`config.mk`:
```
export PLATFORM = sky130hd
export DESIGN_NAME = qep_position_counter
export DESIGN_NICKNAME = d
export VERILOG_FILES = /design/src/rtl/qep_pkg.sv /design/src/rtl/qep_sync.sv /design/src/rtl/qep_decode.sv /design/src/rtl/qep_pos_cnt.sv /design/src/rtl/qep_position_counter.sv
export SDC_FILE = /design/constraint.sdc
export NUM_CORES = 1
export LEC_CHECK = 0
export BUFFER_PORTS_ARGS = -buffer_cell sky130_fd_sc_hd__buf_2
export CORE_MARGIN = 4
export CORE_UTILIZATION = 35
export CTS_CLUSTER_DIAMETER = 50
export DETAILED_ROUTE_END_ITERATION = 8
export HOLD_SLACK_MARGIN = 0.08
export PLACE_DENSITY_LB_ADDON = 0.12
export SETUP_SLACK_MARGIN = 0.15
export SYNTH_ARGS = -nofsm -noshare
export SYNTH_HDL_FRONTEND = slang
export SYNTH_HIERARCHICAL = 1
export SYNTH_SLANG_ARGS = --single-unit
```
`constraint.sdc`:
```
create_clock -name clk_i -period 6.35 [get_ports clk_i]
set_clock_uncertainty 0.15 [all_clocks]
set_input_delay 0.9525 -clock clk_i [delete_from_list [all_inputs] [get_ports clk_i]]
set_output_delay 0.9525 -clock clk_i [all_outputs]
set_load 0.02 [all_outputs]
```
`src/rtl/qep_pkg.sv`:
```
package qep_pkg;
  typedef enum logic [1:0] {
    SRC_QUAD = 2'b00,
    SRC_PDIR = 2'b01,
    SRC_UP   = 2'b10,
    SRC_DOWN = 2'b11
  } src_e;

  localparam logic [5:0] OFF_POS = 6'h00;
  localparam logic [5:0] OFF_MAX = 6'h08;
  localparam logic [5:0] OFF_DEC = 6'h28;
  localparam logic [5:0] OFF_CTL = 6'h2A;

  localparam int DEC_SRC_LO = 14;
  localparam int DEC_BOTH   = 11;
  localparam int CTL_EN     = 3;
endpackage

```
`src/rtl/qep_sync.sv`:
```
module qep_sync #(
  parameter int W      = 2,
  parameter int STAGES = 2
) (
  input  logic         clk_i,
  input  logic         rst_ni,
  input  logic [W-1:0] d_i,
  output logic [W-1:0] q_o,
  output logic [W-1:0] q_prev_o
);
  logic [STAGES-1:0][W-1:0] chain_q;
  logic [W-1:0]             prev_q;

  always_ff @(posedge clk_i or negedge rst_ni) begin
    if (!rst_ni) begin
      chain_q <= '0;
      prev_q  <= '0;
    end else begin
      chain_q[0] <= d_i;
      for (int i = 1; i < STAGES; i++) chain_q[i] <= chain_q[i-1];
      prev_q <= chain_q[STAGES-1];
    end
  end

  assign q_o      = chain_q[STAGES-1];
  assign q_prev_o = prev_q;
endmodule

```
`src/rtl/qep_decode.sv`:
```
module qep_decode
  import qep_pkg::*;
(
  input  src_e       src_i,
  input  logic       both_i,
  input  logic [1:0] cur_i,   // {A,B}
  input  logic [1:0] prev_i,
  output logic       step_o,
  output logic       up_o
);
  function automatic logic [1:0] phase(input logic [1:0] ab);
    return {ab[1], ab[1] ^ ab[0]};
  endfunction

  logic [1:0] dph;
  logic       a_rise, a_chg;

  assign dph    = phase(cur_i) - phase(prev_i);
  assign a_rise = cur_i[1] & ~prev_i[1];
  assign a_chg  = cur_i[1] ^ prev_i[1];

  always_comb begin
    step_o = 1'b0;
    up_o   = 1'b1;
    unique case (src_i)
      SRC_QUAD: begin
        step_o = (dph == 2'd1) || (dph == 2'd3);  // dph==2: double flip, dropped
        up_o   = (dph == 2'd1);
      end
      SRC_PDIR: begin
        step_o = a_rise;
        up_o   = cur_i[0];
      end
      SRC_UP: begin
        step_o = both_i ? a_chg : a_rise;
        up_o   = 1'b1;
      end
      SRC_DOWN: begin
        step_o = both_i ? a_chg : a_rise;
        up_o   = 1'b0;
      end
      default: ;
    endcase
  end
endmodule

```
`src/rtl/qep_pos_cnt.sv`:
```
module qep_pos_cnt #(
  parameter int CNT_W = 32
) (
  input  logic             clk_i,
  input  logic             rst_ni,
  input  logic             en_i,
  input  logic             step_i,
  input  logic             up_i,
  input  logic [CNT_W-1:0] max_i,
  input  logic             ld_i,
  input  logic [CNT_W-1:0] ld_val_i,
  output logic [CNT_W-1:0] cnt_o
);
  logic [CNT_W-1:0] cnt_q;

  always_ff @(posedge clk_i or negedge rst_ni) begin
    if (!rst_ni) begin
      cnt_q <= '0;
    end else if (ld_i) begin
      cnt_q <= ld_val_i;
    end else if (en_i && step_i) begin
      if (up_i) cnt_q <= (cnt_q >= max_i) ? '0 : cnt_q + 1'b1;
      else      cnt_q <= (cnt_q == '0) ? max_i : cnt_q - 1'b1;
    end
  end

  assign cnt_o = cnt_q;
endmodule

```
`src/rtl/qep_position_counter.sv`:
```
module qep_position_counter
  import qep_pkg::*;
#(
  parameter int               CNT_W   = 32,
  parameter int               ADDR_W  = 6,
  parameter int               SYNC_N  = 2,
  parameter logic [CNT_W-1:0] MAX_RST = '1
) (
  input  logic              clk_i,
  input  logic              rst_ni,
  input  logic              enc_a_i,
  input  logic              enc_b_i,
  input  logic              wr_en_i,
  input  logic [ADDR_W-1:0] addr_i,
  input  logic [CNT_W-1:0]  wdata_i,
  output logic [CNT_W-1:0]  rdata_o
);
  localparam int REG16_W = 16;
  localparam int PAD_W   = CNT_W - REG16_W;

  src_e             dec_src_q;
  logic             dec_both_q;
  logic             en_q;
  logic [CNT_W-1:0] max_q;
  logic [CNT_W-1:0] cnt;
  logic [1:0]       ab_cur, ab_prev;
  logic             step, up, ld;
  logic [REG16_W-1:0] dec_rd, ctl_rd;

  qep_sync #(.W(2), .STAGES(SYNC_N)) u_sync (
    .clk_i    (clk_i),
    .rst_ni   (rst_ni),
    .d_i      ({enc_a_i, enc_b_i}),
    .q_o      (ab_cur),
    .q_prev_o (ab_prev)
  );

  qep_decode u_dec (
    .src_i  (dec_src_q),
    .both_i (dec_both_q),
    .cur_i  (ab_cur),
    .prev_i (ab_prev),
    .step_o (step),
    .up_o   (up)
  );

  assign ld = wr_en_i && (addr_i == ADDR_W'(OFF_POS)) && (wdata_i <= max_q);

  qep_pos_cnt #(.CNT_W(CNT_W)) u_cnt (
    .clk_i    (clk_i),
    .rst_ni   (rst_ni),
    .en_i     (en_q),
    .step_i   (step),
    .up_i     (up),
    .max_i    (max_q),
    .ld_i     (ld),
    .ld_val_i (wdata_i),
    .cnt_o    (cnt)
  );

  always_ff @(posedge clk_i or negedge rst_ni) begin
    if (!rst_ni) begin
      dec_src_q  <= SRC_QUAD;
      dec_both_q <= 1'b0;
      en_q       <= 1'b0;
      max_q      <= MAX_RST;
    end else if (wr_en_i) begin
      unique case (addr_i)
        ADDR_W'(OFF_MAX): max_q <= wdata_i;
        ADDR_W'(OFF_DEC): begin
          dec_src_q  <= src_e'(wdata_i[DEC_SRC_LO +: 2]);
          dec_both_q <= wdata_i[DEC_BOTH];
        end
        ADDR_W'(OFF_CTL): en_q <= wdata_i[CTL_EN];
        default: ;
      endcase
    end
  end

  always_comb begin
    dec_rd = '0;
    dec_rd[DEC_SRC_LO +: 2] = dec_src_q;
    dec_rd[DEC_BOTH]        = dec_both_q;
    ctl_rd = '0;
    ctl_rd[CTL_EN] = en_q;
  end

  always_comb begin
    unique case (addr_i)
      ADDR_W'(OFF_POS): rdata_o = cnt;
      ADDR_W'(OFF_MAX): rdata_o = max_q;
      ADDR_W'(OFF_DEC): rdata_o = {{PAD_W{1'b0}}, dec_rd};
      ADDR_W'(OFF_CTL): rdata_o = {{PAD_W{1'b0}}, ctl_rd};
      default:          rdata_o = '0;
    endcase
  end
endmodule

```
* Word level (Yosys, flattened, before mapping)
Index checks and enable logic that the tools add are counted.
Word-level totals: bits in registers 74, latch bits 0, RAM bits 0, bits in read-only memories 0, input bits 43, output and inout port bits 32, word-level logic and storage cells 47, memories kept 0
Operators by class: add/subtract/negate cells 3, multiply operators 0, div/mod/pow operators 0, order comparisons 2, eq/ne operators 8, shift-type cells 0, mux-type cells 9, bitwise gates (word level) 5, reduce and logical (&&, ||, !) cells 12
Operators with widths (number):
- 32-bit two-way mux | 5
- 32-bit case mux with 4 select lines | 1
- 32-bit by 1-bit adder with 32-bit output (second input constant) | 1
- 32-bit >= comparator | 1
- 32-bit <= comparator | 1
- 32-bit logical NOT | 1
- 32-bit by 1-bit subtractor with 32-bit output (second input constant) | 1
- 6-bit == test (second input constant) | 2
- 2-bit == test (second input constant) | 3
- 6-bit by 4-bit == test with 1-bit output (second input constant) | 1
- 6-bit logical NOT | 1
- 2-bit AND reduction | 3
- 2-bit by 1-bit == test with 1-bit output (second input constant) | 2
- 1-bit case mux with 4 select lines | 1
- 1-bit logical AND | 3
- 1-bit case mux with 3 select lines | 1
- 1-bit XOR | 3
- 2-bit logical NOT | 1
- 2-bit nonzero test | 1
- 2-bit OR reduction | 1
- 2-bit subtractor | 1
- 1-bit AND | 1
- 1-bit logical OR | 1
- 1-bit two-way mux | 1
- 1-bit NOT | 1

* Depth between registers and ports, before layout
depth after elaboration 8, mapped depth 14, mapped depth without buffers 13

* Cells and area by module
Netlist, hierarchy kept.
Modules (own cells, without submodules):
- qep_pos_cnt | instances 1, cells an instance 613, area each 4400.5 um2, seq. area each 800.8 um2
- qep_position_counter | instances 1, cells an instance 278, area each 2730.1 um2, seq. area each 940.9 um2
- qep_sync | instances 1, cells an instance 8, area each 165.2 um2, seq. area each 150.1 um2
- qep_decode | instances 1, cells an instance 15, area each 106.4 um2, seq. area each 0.0 um2

* Least setup slack after synthesis
Ideal clock, no wire load.
path kind input -> register, start point input wdata_i[13], end point register u_cnt.cnt_q[3], in the netlist u_cnt/cnt_o[3], setup time 133 ps, arrival time 3493 ps, data required time 6067 ps, slack 2574 ps, stages 12, path buffers 2, path through ha_1 nand4_2 or4_1 or4_1 o211ai_2 clkbuf_1 inv_1 clkbuf_1 nand2_1 nand3_1 a311oi_1 a211oi_2
Between the ends: word-level cells in the longest chain between the ends 3, elaborated cells on any way between the ends 4, those cells by class order compare (1); mux (1); reduce/logical (2)
RTL lines:
- start: declaration | RTL line qep_position_counter.sv:15 | input logic [CNT_W-1:0] wdata_i,
- 32-bit <= comparator * | RTL line qep_position_counter.sv:47 | assign ld = wr_en_i && (addr_i == ADDR_W'(OFF_POS)) && (wdata_i <= max_q);
- 1-bit logical AND * | RTL line qep_position_counter.sv:47
- via ld | RTL line qep_position_counter.sv:27 | logic step, up, ld;
- 32-bit two-way mux or 2-bit nonzero test (tied branches)
- end signal: assignment | RTL line qep_pos_cnt.sv:20 | cnt_q <= ld_val_i;
- end signal: assignment | RTL line qep_pos_cnt.sv:22 | if (up_i) cnt_q <= (cnt_q >= max_i) ? '0 : cnt_q + 1'b1;
- end signal: assignment | RTL line qep_pos_cnt.sv:23 | else cnt_q <= (cnt_q == '0) ? max_i : cnt_q - 1'b1;
- end: declaration | RTL line qep_pos_cnt.sv:14 | logic [CNT_W-1:0] cnt_q;
Mark *: on every way through the listed nets, which the timed path passes. The rest lies on a longest branch. A chain may end at the register's enable or synchronous reset.

* Worst setup path in the final report
start point input wdata_i[23], end point register u_cnt.cnt_q[2], in the netlist u_cnt/cnt_o[2]
Same word-level chain as after synthesis.

==> impl_metrics.tcl <==
set metrics [dict create \
    crit_required_ns 6.44 \
    ys_warn_count 6 \
    diodes 0 \
    vias 7011 \
    synth_top_area_share_pct 14.2 \
    seq_area_frac_synth_pct 25.6 \
    area_growth_pct 12.0 \
    cp-end-kind "flop" \
    cts_tree "yes" \
    drt_iter0_drc 618 \
    synth_area_mm2 0.00740 \
    rows 52 \
    tightest_slew_ns 1.12 \
    die_w_um 153 \
    detailedRoute.firstPassIterationCount 5 \
    layout.area.seq_mm2 0.00189 \
    fillers 2164 \
    timing.final.crit_share_pct 67.4 \
    rsz0062_at_grt "false" \
    cts_post_setup_buffers_inserted 0 \
    io_pins 75 \
    synth.distinct_cells 69 \
    routed_wl_mm 25.6 \
    relSlewSlack_pct 23.6 \
    grt_first_pass_wirelength_mm 40.3 \
    clkSinkCount 74 \
    status "complete, no violations" \
    async_flop_share_pct 100 \
    synth_ff_type "dfrtp_1" \
    p_leak_nw 3.43 \
    syn_area_per_cell_um2 8.10 \
    synth_cells 914 \
    die-area_mm2 0.0235 \
    initial_core_util_pct 36.1 \
    path_common_cell "nand2_1" \
    crit_type "in -> reg" \
    cp_top_family "simple AND/OR/NAND/NOR gates" \
    route.top_layer_used "met4" \
    wl_met2_mm 11.0 \
    maxSlewViolCount 0 \
    fmax_mhz 233 \
    totalNegativeSetupSlack_ns 0 \
    fin_nets 1052 \
    place_hpwl_mm 18.2 \
    yosys-top-cells-count "nor2_1, inv_1, ha_1" \
    root_buffer "clkbuf_16" \
    hold_class "reg -> reg" \
    ys_ff_latch 74 \
    maxCapViolCount 0 \
    syn-num-nets 1026 \
    first_global_vias 6769 \
    antenna_found_initial 0 \
    path_cells "buf_2 -> ha_1 -> nand4_1 -> nor3_1 -> nand2_1 -> or4_1 -> o211ai_4 -> buf_4 -> nor2_1 -> nand2_1 -> nor4_1 -> a221oi_1 -> o2111ai_1 -> o221a_1" \
    arrival_ns 4.38 \
    portBuffers 74 \
    synth_most_common_cell "nor2_1" \
    cp_slowest_cell "buf_4" \
    critPathMaxFanout 54 \
    multi_input_area_mm2 0.00495 \
    wire_per_inst_um 21.0 \
    place.gp.congestion 0.867 \
    vias_per_cell 5.77 \
    max_stage_delay_ns 0.57 \
    power_w 0.00271 \
    final.min_clock_period_ns 4.28 \
    synth_area_leaders "dfrtp_1, ha_1, dfstp_2" \
    rrSetupSlack_ns 2.18 \
    cts.path.max_buffers 2 \
    synth-edff-count 0 \
    hold_viol_final 0 \
    ant_nets 0 \
    overflow 0 \
    die_h_um 153 \
    drc 0 \
    drive_gt1_share_pct 19.8 \
    ctsHtreeMaxLevel 3 \
    fp.coreArea_mm2 0.0205 \
    p_per_area_mw_per_mm2 327 \
    ir_drop_uv 141 \
    yosysTopAreaCell "dfrtp_1" \
    worstSkewPairLatency_ns 0.36 \
    cp_num_buf_inv 2 \
    grt_usage_pct 21.6 \
    m1WireLength_mm 12.6 \
    numCtsBuffers 9 \
    met3WireLength_mm 1.57 \
    critPathLaunchType "input port" \
    cts_hold_buf 0 \
    setup_viol 0 \
    grt_max_degree 55 \
    cts_resized 0 \
    path_clk_slew_ns 0.07 \
]
==> where the power goes <==
group | switching, W | leakage (nW) | internal [W]
Clock | 0.000239 | 0.176 | 0.000424
Sequential | 0.000326 | 0.828 | 0.000610
Combinational | 0.000604 | 2.42 | 0.000509
==> metal layers <==
| metal | global-route usage (%) | vias up |
|---|---|---|
| li1 | - | 3391 |
| met1 | 32.8 | 3337 |
| met3 | 2.94 | 32 |
| met4 | 5.34 | 0 |
| met2 | 32.2 | 251 |
| met5 | 0 | - |
==> logic make-up after synthesis <==
| group | after synthesis | share of synthesized area [%] |
|---|---|---|
| flip-flops | 74 | 25.6 |
| buffers and inverters | 146 | 7.94 |
| AND/OR/NAND/NOR | 329 | 22.8 |
| AO/OA/AOI/OAI | 184 | 17.1 |
| XOR/XNOR | 42 | 4.97 |
| adder cells (fa/ha/maj) | 69 | 11.7 |
| multiplexers | 70 | 10.1 |
==> worst paths after layout <==
| kind | start | endpoint | cells after the start |
|---|---|---|---|
| worst min register to register | u_sync/chain_q[1]$_DFF_PN0_ | u_sync/q_o[1]$_DFF_PN0_ | 0 |
| worst max register to register | max_q[23]$_DFFE_PN1P_ | u_cnt/cnt_o[2]$_DFFE_PN0P_ | 14 |
| worst max-delay path | wdata_i[23] | u_cnt/cnt_o[2]$_DFFE_PN0P_ | 14 |
| max in group asynchronous | rst_ni | max_q[24]$_DFFE_PN1P_ | 2 |
| min in group asynchronous | rst_ni | dec_both_q$_DFFE_PN0P_ | 1 |
| worst min-delay path | u_sync/chain_q[1]$_DFF_PN0_ | u_sync/q_o[1]$_DFF_PN0_ | 0 |
==> flip-flops by register name, summed over array words and instances (netlist names) <==
name and flops:
u_cnt/cnt_o 32, en_q 1, u_sync/q_prev_o 2, dec_both_q 1, u_sync/q_o 2, max_q 32
dec_src_q 2, u_sync/chain_q 2
==> final cells by class <==
type,instances,share of cell area (%)
multi-input cells,694,59.7
flip-flops and latches,74,22.8
repair buffers,86,5.58
well taps,270,4.07
inverters,75,3.40
clock buffers,9,2.72
clock inverters,7,1.71
==> per-stage QoR <==
stage          utilization [%]  hold WS, ns  cells  setup WS (ns)  cell area (µm²)
2_1_floorplan                -        0.181    914           2.57             7400
3_3_place_gp              38.7        0.184   1199           1.86             7930
3_5_place_dp              38.7        0.188   1199           1.79             7930
4_1_cts                   40.5        0.204   1215           2.15             8290
5_1_grt                   40.5        0.217   1215           1.85             8290
6_report                  40.5        0.200   1215           2.07             8290
==> placed cells by master (no fill, tap or decap), types with 11 or more instances in the layout <==
master / instances
a21oi_1: 47
a31oi_1: 22
and3_1: 11
buf_2: 73
buf_4: 13
dfrtp_1: 42
dfstp_2: 32
ha_1: 69
inv_1: 75
mux2_2: 35
mux2i_1: 35
nand2_1: 52
nand3_1: 50
nand4_1: 27
nor2_1: 89
nor3_1: 24
nor4_1: 19
o211ai_1: 14
o21ai_0: 24
or3_1: 13
xnor2_1: 21
xor2_1: 21
No activity file was read; power rests on OpenSTA's default activity.
